## src/rtl/lfsr_pkg.sv

```systemverilog
package lfsr_pkg;
  localparam int LFSR_W  = 32;
  localparam int VIEW_W  = 8;
  // Bit i set: stage i+1 receives XOR of the stage above with the feedback.
  // Stages 30, 26 and 25 -> indices 29, 25, 24.
  localparam logic [LFSR_W-1:0] DEFAULT_TAPS = 32'h2300_0000;

  typedef enum logic {
    MODE_RUN  = 1'b0,
    MODE_LOAD = 1'b1
  } lfsr_mode_e;
endpackage

```

## src/rtl/lfsr_zero_detect.sv

```systemverilog
module lfsr_zero_detect #(
  parameter int W = 32
) (
  input  logic [W-1:0] state_i,
  output logic         is_zero_o
);
  localparam int GROUP  = 4;
  localparam int NGROUP = (W + GROUP - 1) / GROUP;

  logic [NGROUP-1:0] grp_any;

  for (genvar g = 0; g < NGROUP; g++) begin : g_grp
    localparam int LO = g * GROUP;
    localparam int HI = ((g + 1) * GROUP > W) ? W - 1 : (g + 1) * GROUP - 1;
    assign grp_any[g] = |state_i[HI:LO];
  end

  assign is_zero_o = ~|grp_any;
endmodule

```

## src/rtl/lfsr_next_state.sv

```systemverilog
module lfsr_next_state
  import lfsr_pkg::*;
#(
  parameter int          W    = 32,
  parameter logic [W-1:0] TAPS = W'(DEFAULT_TAPS)
) (
  input  logic [W-1:0] state_i,
  input  lfsr_mode_e   mode_i,
  input  logic         serial_i,
  input  logic         is_zero_i,
  output logic [W-1:0] next_o
);
  logic fb_run;
  logic top_in;

  assign fb_run = (mode_i == MODE_RUN) & state_i[0];
  assign top_in = (mode_i == MODE_LOAD) ? serial_i : (state_i[0] | is_zero_i);

  for (genvar i = 0; i < W; i++) begin : g_stage
    if (i == W - 1) begin : g_top
      assign next_o[i] = top_in;
    end else if (TAPS[i]) begin : g_tap
      assign next_o[i] = state_i[i+1] ^ fb_run;
    end else begin : g_plain
      assign next_o[i] = state_i[i+1];
    end
  end
endmodule

```

## src/rtl/lfsr_stage_reg.sv

```systemverilog
module lfsr_stage_reg #(
  parameter int W = 32
) (
  input  logic         clk,
  input  logic         rst,
  input  logic [W-1:0] d_i,
  output logic [W-1:0] q_o
);
  always_ff @(posedge clk) begin
    if (rst) q_o <= '0;
    else     q_o <= d_i;
  end
endmodule

```

## src/rtl/lfsr_view.sv

```systemverilog
module lfsr_view #(
  parameter int W   = 32,
  parameter int OUT = 8
) (
  input  logic [W-1:0]   state_i,
  output logic [OUT-1:0] view_o
);
  for (genvar j = 0; j < OUT; j++) begin : g_bit
    assign view_o[j] = state_i[OUT-1-j];
  end
endmodule

```

## src/rtl/lfsr_galois32.sv

```systemverilog
module lfsr_galois32
  import lfsr_pkg::*;
(
  input  logic              clk,
  input  logic              rst,
  input  logic              load_en,
  input  logic              data_in,
  output logic [VIEW_W-1:0] lfsr_out
);
  localparam int W = LFSR_W;

  logic [W-1:0] state_q;
  logic [W-1:0] state_d;
  logic         all_zero;
  lfsr_mode_e   mode;

  assign mode = load_en ? MODE_LOAD : MODE_RUN;

  lfsr_zero_detect #(.W(W)) zero_i (
    .state_i   (state_q),
    .is_zero_o (all_zero)
  );

  lfsr_next_state #(.W(W), .TAPS(DEFAULT_TAPS)) next_i (
    .state_i   (state_q),
    .mode_i    (mode),
    .serial_i  (data_in),
    .is_zero_i (all_zero),
    .next_o    (state_d)
  );

  lfsr_stage_reg #(.W(W)) reg_i (
    .clk (clk),
    .rst (rst),
    .d_i (state_d),
    .q_o (state_q)
  );

  lfsr_view #(.W(W), .OUT(VIEW_W)) view_i (
    .state_i (state_q),
    .view_o  (lfsr_out)
  );
endmodule

```

## config.mk

```make
export PLATFORM = sky130hd
export DESIGN_NAME = lfsr_galois32
export DESIGN_NICKNAME = d
export VERILOG_FILES = /design/src/rtl/lfsr_pkg.sv /design/src/rtl/lfsr_zero_detect.sv /design/src/rtl/lfsr_next_state.sv /design/src/rtl/lfsr_stage_reg.sv /design/src/rtl/lfsr_view.sv /design/src/rtl/lfsr_galois32.sv
export SDC_FILE = /design/constraint.sdc
export NUM_CORES = 1
export LEC_CHECK = 0
export ABC_AREA = 1
export CAP_MARGIN = 30
export CORE_ASPECT_RATIO = 1.2
export CORE_UTILIZATION = 40
export DETAILED_ROUTE_END_ITERATION = 8
export DONT_BUFFER_PORTS = 1
export SETUP_SLACK_MARGIN = 0.15
export SLEW_MARGIN = 25
export SYNTH_ARGS = -nofsm -noshare
export SYNTH_HDL_FRONTEND = slang
export SYNTH_SLANG_ARGS = --single-unit
export TNS_END_PERCENT = 10
```

## constraint.sdc

```tcl
create_clock -name clk -period 1.15 [get_ports clk]
set_input_delay 0.0575 -clock clk [delete_from_list [all_inputs] [get_ports clk]]
set_output_delay 0.0575 -clock clk [all_outputs]
set_load 0.01 [all_outputs]
```

==> results.tsv, run 1 <==
stage	metric	value	unit
outcome	status	complete, but fails checks	
outcome	failing checks	negative hold slack	
power_and_ir_drop	Net Switching	377	uW
yosys	Async S/R FF share, synth	0	%
setup_path	most used cell, CP	nor2_1	
placed_design	port bufs	0	
setup_path	crit path launch type	flop	
drt	1st-pass router iterations	4	
sta	hold slack	-0.218	ns
drt	remaining antenna violation count	0	
setup_path	Crit path depth	7	
sta	Final Max Slew Viols	0	
sta	clk_skew	0.00853	ns
yosys	Post-synth top cells	53 x nor2_1, 32 x dfxtp_1, 29 x inv_1	
power_and_ir_drop	clock power share	36.7	%
global_routing	first-pass GRT wire length	2880	um
yosys	register bit total from synthesis	32	
die	Rows	20	
finish	largest register by flop count	reg_i.q_o	
sta	Final WS setup	0.217	ns
die	Initial Util	43.1	%
die	Die X	50.1	um
setup_path	Cell Chain, Critical Path	nor2_2 -> nand2_1 -> nor2_1 -> nand2_1 -> nor2_1 -> nor2_1 -> nor2_1	
setup_path	Max stage delay on crit path	0.37	ns
global_routing	vias in the first global route	704	
setup_path	WP buf/inv	0	
drt	DRT iter0 DRCs	14	
drt	DRC violations left	0	
yosys	mean post-synth cell area	7.82	sq um
yosys	Ys Warns	0	
yosys	Mapped Area	1110	sq um
yosys	cell with the most instances after synthesis	nor2_1	
clock_tree	clock sink count	32	
setup_path	Reg-to-Reg Start	reg_i.q_o[2]	
sta	Tcrit/Tclk final	81.2	%
drt	Vias	704	
sta	Slew @ Worst Pin	0.198	ns
placed_design	Setup WS pre-CTS	0.210	ns
clock_tree	CTS Buf Count	5	
yosys	Post-Syn Instances	142	
clock_tree	CTS HTree Levels	2	
drt	Post-Route WL	1520	um
clock_tree	CTS tree	built	
setup_path	reg-to-reg slack, setup	0.22	ns
power_and_ir_drop	Sequential Power Share	61.9	%
clock_tree	Root Driver	clkbuf_4	
die	# IOs	12	
global_routing	gr ovfl total	0	
setup_path	crit path launch	reg_i.q_o[2]	
power_and_ir_drop	peak supply drop	0.745	mV
placed_design	Placer Congestion	0.694	
drt	wire length per cell	8.84	um
finish	max FFs per register	32	
setup_path	crit path to	reg_i.q_o[31]	
finish	top flop regs	reg_i.q_o x32	
yosys	register area share after synthesis	57.7	%
setup_path	crit-path max FO	3	
yosys	Yosys top cell by area	dfxtp_1	
yosys	number of synthesized flops with an enable pin	0	
setup_path	worst r2r path cells	7	
yosys	Syn Nets	146	
power_and_ir_drop	combinational fraction of design power	1.4	%
sta	final hold vios	32	
placed_design	placed insts	164	
finish	Non-Filler Instances	172	
clock_tree	worst-skew pair later-pin latency	0.33	ns
drt	DR vias/cell	4.09	
finish	antenna cells	0	
power_and_ir_drop	Int Power	1.43	mW
setup_path	crit path DAT	1.21	ns
global_routing	initial antenna violation count	0	
global_routing	GRT Util Overall	14.1	%
power_and_ir_drop	total power	1.80	mW
sta	post-route setup TNS	0	ns
placed_design	HPWL Detailed	974	um
sta	Final setup viols	0	
sta	Slew HR	86.8	%
setup_path	Worst EP required	1.42	ns
clock_tree	CTS Buffer Depth	2	
die	die area	2990	sq um
finish	Layout area overhead	3.38	%
clock_tree	clock slew at reported path FFs	0.09	ns
min_path	type of the tightest min-delay check	in -> reg	
die	core region area	2580	sq um
yosys	Yosys top cell area share	57.7	%
setup_path	reg2reg end	reg_i.q_o[31]	
sta	RSZ-0062 raised after global routing	yes	
yosys	Area contributors post-synth	dfxtp_1 58%, nor2_1 18%, inv_1 9.8%	
power_and_ir_drop	PwrDens	1570	nW/um^2
yosys	top_reg_cell synth	dfxtp_1	
setup_path	slowest CP cell	dfxtp_4	
setup_path	kind of cell adding the most delay to the critical path	simple AND/OR/NAND/NOR gates	
yosys	Yosys cell types	9	
run	max-cap viol count	0	
clock_tree	setup repair bufs after CTS	0	
finish	Final #Nets	142	
global_routing	largest net degree at the start of global routing	33	
setup_path	crit end category	flop	
setup_path	critical path class	reg -> reg	
die	die height	59.7	um
power_and_ir_drop	leakage power	0.490	nW
power_and_ir_drop	Switching Fraction	20.9	%
finish	share of cells above drive strength 1	12.2	%
sta	Max Clk Rate	1070	MHz
sta	Tmin final	0.933	ns
==> power by group through the flow <==
stage,Clock (mW),Sequential [mW],Combinational [mW]
global placement,0,1.15,0.0261
floorplan,0,1.14,0.0390
CTS,0.696,1.12,0.0261
global route,0.738,1.12,0.0307
detailed placement,0,1.15,0.0258
finish,0.661,1.12,0.0258
==> metrics by stage <==
step                cell area [sq um]  util [%]
floorplan                        1110         -
global placement                 1070      41.6
detailed placement               1070      41.6
CTS                              1130      43.8
global route                     1150      44.6
finish                           1150      44.6
==> repair_timing <==
item                       4_1_cts  5_1_grt
setup endpoints to repair        0        1
resized for setup                0       11
hold endpoints to repair        32       32
==> cell type report <==
cell class / count / area [sq um]
Fill cell: 280 / 1430
Sequential cell: 32 / 652
Clock buffer: 8 / 58.8
Multi-Input combinational cell: 70 / 288
Tap cell: 33 / 41.3
Inverter: 29 / 109
==> layer usage <==
metal | vias up | global-route usage [%] | routed length [um]
met1 | 301 | 14.9 | 714
met2 | 15 | 21.0 | 651
li1 | 382 | - | -
met5 | - | 0 | 0
met4 | 0 | 11.0 | 51
met3 | 6 | 7.63 | 103
==> cells in the final DEF (no fill, tap or decap), drive strengths merged <==
cell type	n
dfxtp	32
inv	29
nor2	54
xor2	3
nand2	13
clkbuf	8
==> worst reg2reg max path, cell delays in order, from the launching register on <==
cell and delay (ns):
dfxtp_4 0.37, nor2_2 0.10, nand2_1 0.06, nor2_1 0.08
nand2_1 0.05, nor2_1 0.10, nor2_1 0.04, nor2_1 0.08
==> worst min-delay path by stage <==
stage | start | depth (start not counted) | slack (ns) | endpoint
floorplan | rst | 1 | 0.13 | reg_i.q_o[23]
global placement | rst | 1 | 0.13 | reg_i.q_o[18]
detailed placement | rst | 1 | 0.13 | reg_i.q_o[27]
CTS | rst | 1 | -0.24 | reg_i.q_o[27]
global route | rst | 1 | -0.25 | reg_i.q_o[1]
finish | rst | 1 | -0.22 | reg_i.q_o[27]
==> kinds of logic after synthesis <==
group / count (synthesis) / share of synthesized area (%)
simple gates: 67 / 22.9
xor+xnor: 3 / 2.37
buf+inv: 40 / 17.1
flops: 32 / 57.7
(Power assumes the default switching activity.)
==> run 2, diff against run 1 <==
==> constraint.sdc (replaced) <==
create_clock -name clk -period 0.93 [get_ports clk]
set_input_delay 0.0465 -clock clk [delete_from_list [all_inputs] [get_ports clk]]
set_output_delay 0.0465 -clock clk [all_outputs]
set_load 0.01 [all_outputs]
==> results.tsv, run 2 (synthesis gave the netlist of run 1 again) <==
stage	metric	value	unit	change
outcome	status	complete, but fails checks		
outcome	failing checks	negative hold slack		
finish	antenna cells	0		unchanged
global_routing	gr ovfl total	0		unchanged
run	max-cap viol count	0		unchanged
setup_path	most used cell, CP	nor2_1		
setup_path	crit end category	flop		
clock_tree	setup repair bufs after CTS	0		unchanged
finish	FILL cells	279		-0.36%
clock_tree	Root Driver	clkbuf_4		
drt	Vias	735		+4.4%
drt	remaining antenna violation count	0		unchanged
sta	hold slack	-0.238	ns	-0.0202 ns
sta	Slew @ Worst Pin	0.127	ns	-0.0709 ns
finish	Reg area	654	sq um	+0.38%
global_routing	initial antenna violation count	0		unchanged
sta	clk_skew	0.00815	ns	-0.000383 ns
finish	fin util	48.6	%	+4.1 points
sta	Tcrit/Tclk final	99.0	%	+18 points
clock_tree	CTS HTree Levels	2		unchanged
finish	top flop regs	reg_i.q_o x32		
global_routing	GRT Util Overall	13.1	%	-1.0 points
sta	Final setup viols	0		unchanged
sta	Final Max Slew Viols	0		unchanged
global_routing	vias in the first global route	671		-4.7%
drt	DRT iter0 DRCs	13		-1
clock_tree	CTS tree	built		
finish	largest register by flop count	reg_i.q_o		
setup_path	crit path DAT	1.20	ns	about the same
finish	max FFs per register	32		unchanged
setup_path	WP buf/inv	0		unchanged
power_and_ir_drop	PwrDens	1790	nW/um^2	+14%
setup_path	crit-path max FO	2		-1
power_and_ir_drop	combinational fraction of design power	1.7	%	+0.3 points
power_and_ir_drop	Int Power	1.76	mW	+23%
setup_path	crit path launch type	flop		
die	Die X	50.1	um	unchanged
clock_tree	worst-skew pair later-pin latency	0.33	ns	about the same
setup_path	kind of cell adding the most delay to the critical path	simple AND/OR/NAND/NOR gates		
sta	RSZ-0062 raised after global routing	yes		
power_and_ir_drop	total power	2.24	mW	+24%
global_routing	first-pass GRT wire length	2690	um	-6.7%
global_routing	largest net degree at the start of global routing	33		unchanged
placed_design	HPWL Detailed	1050	um	+7.8%
drt	DR vias/cell	4.08		-0.24%
drt	DRC violations left	0		unchanged
finish	most common cell after layout, fill and taps aside	nor2_1		
die	core region area	2580	sq um	unchanged
drt	wire length per cell	8.91	um	+0.71%
clock_tree	clock slew at reported path FFs	0.10	ns	about the same
finish	most frequent cells in the layout	49 x nor2_1, 29 x inv_1, 21 x dfxtp_1, 12 x nand2_1, 11 x dfxtp_2		
drt	1st-pass router iterations	4		unchanged
die	die area	2990	sq um	unchanged
power_and_ir_drop	peak supply drop	1.18	mV	+59%
drt	Post-Route WL	1600	um	+5.4%
finish	area of the multi-input gates	298	sq um	+3.5%
sta	final hold vios	32		unchanged
finish	Final #Nets	150		+5.6%
setup_path	Worst EP required	1.21	ns	-0.21 ns
clock_tree	clock sink count	32		unchanged
setup_path	Max stage delay on crit path	0.33	ns	-0.04 ns
setup_path	reg-to-reg slack, setup	0.009	ns	-0.21 ns
min_path	type of the tightest min-delay check	in -> reg		
die	die height	59.7	um	unchanged
finish	share of cells above drive strength 1	22.4	%	+10 points
power_and_ir_drop	Sequential Power Share	61.9	%	about the same
power_and_ir_drop	Net Switching	483	uW	+28%
setup_path	Cell Chain, Critical Path	nor2_1 -> nand2_1 -> nor2_1 -> nand2_1 -> nor2_1 -> nor2_1 -> nor2_1		
sta	Tmin final	0.921	ns	-0.0123 ns
die	Initial Util	43.1	%	unchanged
power_and_ir_drop	Switching Fraction	21.6	%	+0.66 points
finish	Layout area overhead	12.8	%	
placed_design	Placer Congestion	0.690		-0.62%
power_and_ir_drop	clock power share	36.5	%	-0.2 points
placed_design	port bufs	0		unchanged
die	# IOs	12		unchanged
sta	Slew HR	91.5	%	+4.7 points
setup_path	critical path class	reg -> reg		
setup_path	slowest CP cell	dfxtp_2		
sta	Max Clk Rate	1090	MHz	+1.3%
die	Rows	20		unchanged
clock_tree	CTS Buf Count	5		unchanged
clock_tree	CTS Buffer Depth	2		unchanged
power_and_ir_drop	leakage power	0.557	nW	+14%
==> run 2: timing repair <==
action,4_1_cts,5_1_grt
resized for setup,16,9
endpoints found under the hold margin,32,32
endpoints found under the setup margin,12,12
pin swaps,4,2
==> run 2: final cells by class <==
class,count,area share (%)
Tap cell,33,3.29
Multi-Input combinational cell,70,23.8
Clock inverter,2,0.798
Inverter,29,8.68
Timing Repair Buffer,8,7.19
Sequential cell,32,52.2
Clock buffer,6,4.09
==> run 2: through the flow <==
step	cells	setup slack, ns	setup TNS [ns]	hold WS (ns)	cell area, sq um
after floorplan	142	0.117	0	0.118	1110
after global placement	172	0.0299	0	0.121	1130
after detailed placement	172	0.00549	0	0.122	1130
after CTS	180	-0.00305	-0.00305	-0.257	1230
after global routing	180	-0.148	-0.148	-0.268	1250
final	180	0.00896	0	-0.238	1250
==> run 2: power by group through the flow <==
| stage | sequential (mW) | clock (mW) | combinational (mW) |
|---|---|---|---|
| global route | 1.39 | 0.915 | 0.0452 |
| global placement | 1.42 | 0 | 0.0322 |
| CTS | 1.38 | 0.862 | 0.0336 |
| floorplan | 1.42 | 0 | 0.0478 |
| finish | 1.38 | 0.816 | 0.0377 |
| detailed placement | 1.42 | 0 | 0.0325 |
==> run 2: per-layer routing <==
layer	GRT usage (%)	routed length (um)	up-vias
met1	12.7	715	321
met4	9.80	50	0
li1	-	-	394
met2	20.4	736	14
met3	7.89	100	6
met5	0	0	-
==> run 2: final timing paths <==
path / depth (start not counted) / end / from
min reg2reg: 2 / reg_i.q_o[15] / reg_i.q_o[16]
max reg2reg: 7 / reg_i.q_o[31] / reg_i.q_o[1]
max: 7 / reg_i.q_o[31] / reg_i.q_o[1]
min: 1 / reg_i.q_o[15] / rst
==> run 3, diff against run 2 <==
--- a/config.mk
+++ b/config.mk
@@ -8,9 +8,11 @@
 export ABC_AREA = 1
 export CAP_MARGIN = 30
 export CORE_ASPECT_RATIO = 1.2
+export CORE_MARGIN = 2
 export CORE_UTILIZATION = 40
 export DETAILED_ROUTE_END_ITERATION = 8
 export DONT_BUFFER_PORTS = 1
+export PLACE_DENSITY = 0.64
 export SETUP_SLACK_MARGIN = 0.15
 export SLEW_MARGIN = 25
 export SYNTH_ARGS = -nofsm -noshare
==> results.tsv, run 3 (synthesis gave the netlist of run 1 again) <==
stage	metric	value	unit	change
die	die height	61.7	um	+3.3%
clock_tree	CTS HTree Levels	2		unchanged
finish	final instance area	1250	sq um	-0.60%
drt	DRT iter0 DRCs	13		unchanged
sta	final hold vios	32		unchanged
clock_tree	CTS Buf Count	5		unchanged
sta	Tcrit/Tclk final	96.1	%	-2.9 points
min_path	type of the tightest min-delay check	in -> reg		
clock_tree	clock slew at reported path FFs	0.10	ns	about the same
finish	Layout area overhead	12.2	%	
sta	clk_skew	0.00893	ns	+0.000782 ns
min_path	worst hold path cell count	1		unchanged
setup_path	crit-path max FO	2		unchanged
die	# IOs	12		unchanged
die	core region area	2580	sq um	unchanged
sta	Final Max Slew Viols	0		unchanged
finish	FILL cells	268		-3.9%
sta	Slew HR	90.9	%	-0.64 points
global_routing	first-pass GRT wire length	2760	um	+2.6%
setup_path	worst r2r path cells	7		unchanged
die	Rows	20		unchanged
sta	hold slack	-0.231	ns	+0.00679 ns
outcome	failing checks	negative hold slack		
finish	top flop regs	reg_i.q_o x32		
clock_tree	worst-skew pair later-pin latency	0.33	ns	about the same
finish	Final #Nets	150		unchanged
drt	1st-pass router iterations	4		unchanged
die	Initial Util	43.1	%	unchanged
placed_design	Placer Congestion	0.713		+3.3%
setup_path	reg2reg end	reg_i.q_o[31]		
clock_tree	clock sink count	32		unchanged
sta	Final setup viols	0		unchanged
placed_design	Setup WS pre-CTS	0.0266	ns	+0.0211 ns
die	die area	3220	sq um	+7.5%
sta	Tmin final	0.894	ns	-0.0270 ns
drt	Post-Route WL	1590	um	-0.87%
drt	remaining antenna violation count	0		unchanged
setup_path	crit end category	flop		
finish	max FFs per register	32		unchanged
sta	Max Clk Rate	1120	MHz	+3.0%
setup_path	Worst EP required	1.21	ns	about the same
setup_path	critical path class	reg -> reg		
power_and_ir_drop	peak supply drop	0.880	mV	-26%
outcome	status	complete, but fails checks		
setup_path	crit path launch type	flop		
sta	Slew @ Worst Pin	0.137	ns	+0.00962 ns
die	Die X	52.1	um	+4.0%
drt	Vias	741		+0.82%
global_routing	vias in the first global route	709		+5.7%
run	max-cap viol count	0		unchanged
power_and_ir_drop	total power	2.23	mW	-0.24%
min_path	WHS Endpoint	reg_i.q_o[6]		
setup_path	reg-to-reg slack, setup	0.04	ns	+0.03 ns
setup_path	Reg-to-Reg Start	reg_i.q_o[3]		
setup_path	crit path DAT	1.17	ns	-0.03 ns
clock_tree	Root Driver	clkbuf_4		
clock_tree	setup repair bufs after CTS	0		unchanged
finish	largest register by flop count	reg_i.q_o		
finish	share of cells above drive strength 1	21.1	%	-1.4 points
drt	wire length per cell	8.83	um	-0.87%
global_routing	gr ovfl total	0		unchanged
global_routing	initial antenna violation count	0		unchanged
clock_tree	CTS Buffer Depth	2		unchanged
finish	most frequent cells in the layout	50 x nor2_1, 29 x inv_1, 22 x dfxtp_1, 12 x nand2_1, 10 x dfxtp_2		
clock_tree	CTS tree	built		
power_and_ir_drop	PwrDens	1790	nW/um^2	+0.36%
finish	antenna cells	0		unchanged
sta	Final WS setup	0.0360	ns	+0.0270 ns
min_path	hold_sp	rst		
drt	DR vias/cell	4.12		+0.82%
power_and_ir_drop	leakage power	0.553	nW	-0.73%
placed_design	port bufs	0		unchanged
finish	most common cell after layout, fill and taps aside	nor2_1		
setup_path	crit path launch	reg_i.q_o[3]		
global_routing	GRT Util Overall	12.6	%	-0.46 points
drt	DRC violations left	0		unchanged
placed_design	DP Area	1130	sq um	unchanged
placed_design	HPWL Detailed	1070	um	+1.7%
global_routing	largest net degree at the start of global routing	33		unchanged
sta	RSZ-0062 raised after global routing	yes		
==> run 3: cell counts in the layout (fill, tap and decap cells not counted) <==
Identical to the previous run, type by type.
==> run 3: timing repair <==
item                                    4_1_cts  5_1_grt
resized for setup                             3       19
endpoints found under the setup margin       12       12
pin swaps                                     3        5
hold endpoints to repair                     32       32
==> run 3: layout make-up <==
class                   instances  area, sq um  area share, %
clock buffers                   6         51.3           4.12
repair buffers                  8         86.3           6.93
well taps                      33         41.3           3.31
clock inverters                 2         10.0          0.803
multi-input cells              70          295           23.7
inverters                      29          109           8.73
flip-flops and latches         32          653           52.4
==> run 3: per-stage QoR <==
| stage | TNS [ns] | utilization, % | hold WS (ns) | instances |
|---|---|---|---|---|
| 3_5_place_dp | 0 | 43.9 | 0.122 | 172 |
| 6_report | 0 | 48.3 | -0.231 | 180 |
| 4_1_cts | 0 | 46.5 | -0.248 | 180 |
| 2_1_floorplan | 0 | - | 0.118 | 142 |
| 5_1_grt | -0.123 | 48.3 | -0.261 | 180 |
| 3_3_place_gp | 0 | 43.9 | 0.121 | 172 |
==> run 3: how the worst max path moves through the flow <==
| stage | to | slack [ns] | cells past startpoint |
|---|---|---|---|
| after global routing | reg_i.q_o[31] | -0.12 | 7 |
| after global placement | reg_i.q_o[31] | 0.05 | 7 |
| final | reg_i.q_o[31] | 0.04 | 7 |
| after detailed placement | reg_i.q_o[31] | 0.03 | 7 |
| after CTS | reg_i.q_o[31] | 0.02 | 7 |
| after floorplan | reg_i.q_o[31] | 0.12 | 7 |
==> run 3: report_power, final <==
part | leakage (nW) | switching [mW] | total [mW] | internal, mW
clock | 0.0380 | 0.455 | 0.814 | 0.359
sequential | 0.263 | 0.00596 | 1.38 | 1.38
combinational | 0.251 | 0.0178 | 0.0337 | 0.0159
==> run 3: critical path, cell delays in order, from the launching register on <==
cell     delay [ns]
dfxtp_2        0.34
nor2_2         0.10
nand2_1        0.06
nor2_1         0.09
nand2_1        0.06
nor2_1         0.08
nor2_1         0.04
nor2_1         0.07
==> run 3: layer usage <==
layer  wire length (um)  GRT usage [%]
met1                729           13.5
met2                708           19.3
met3                107           7.89
met4                 44           6.77
met5                  0              0
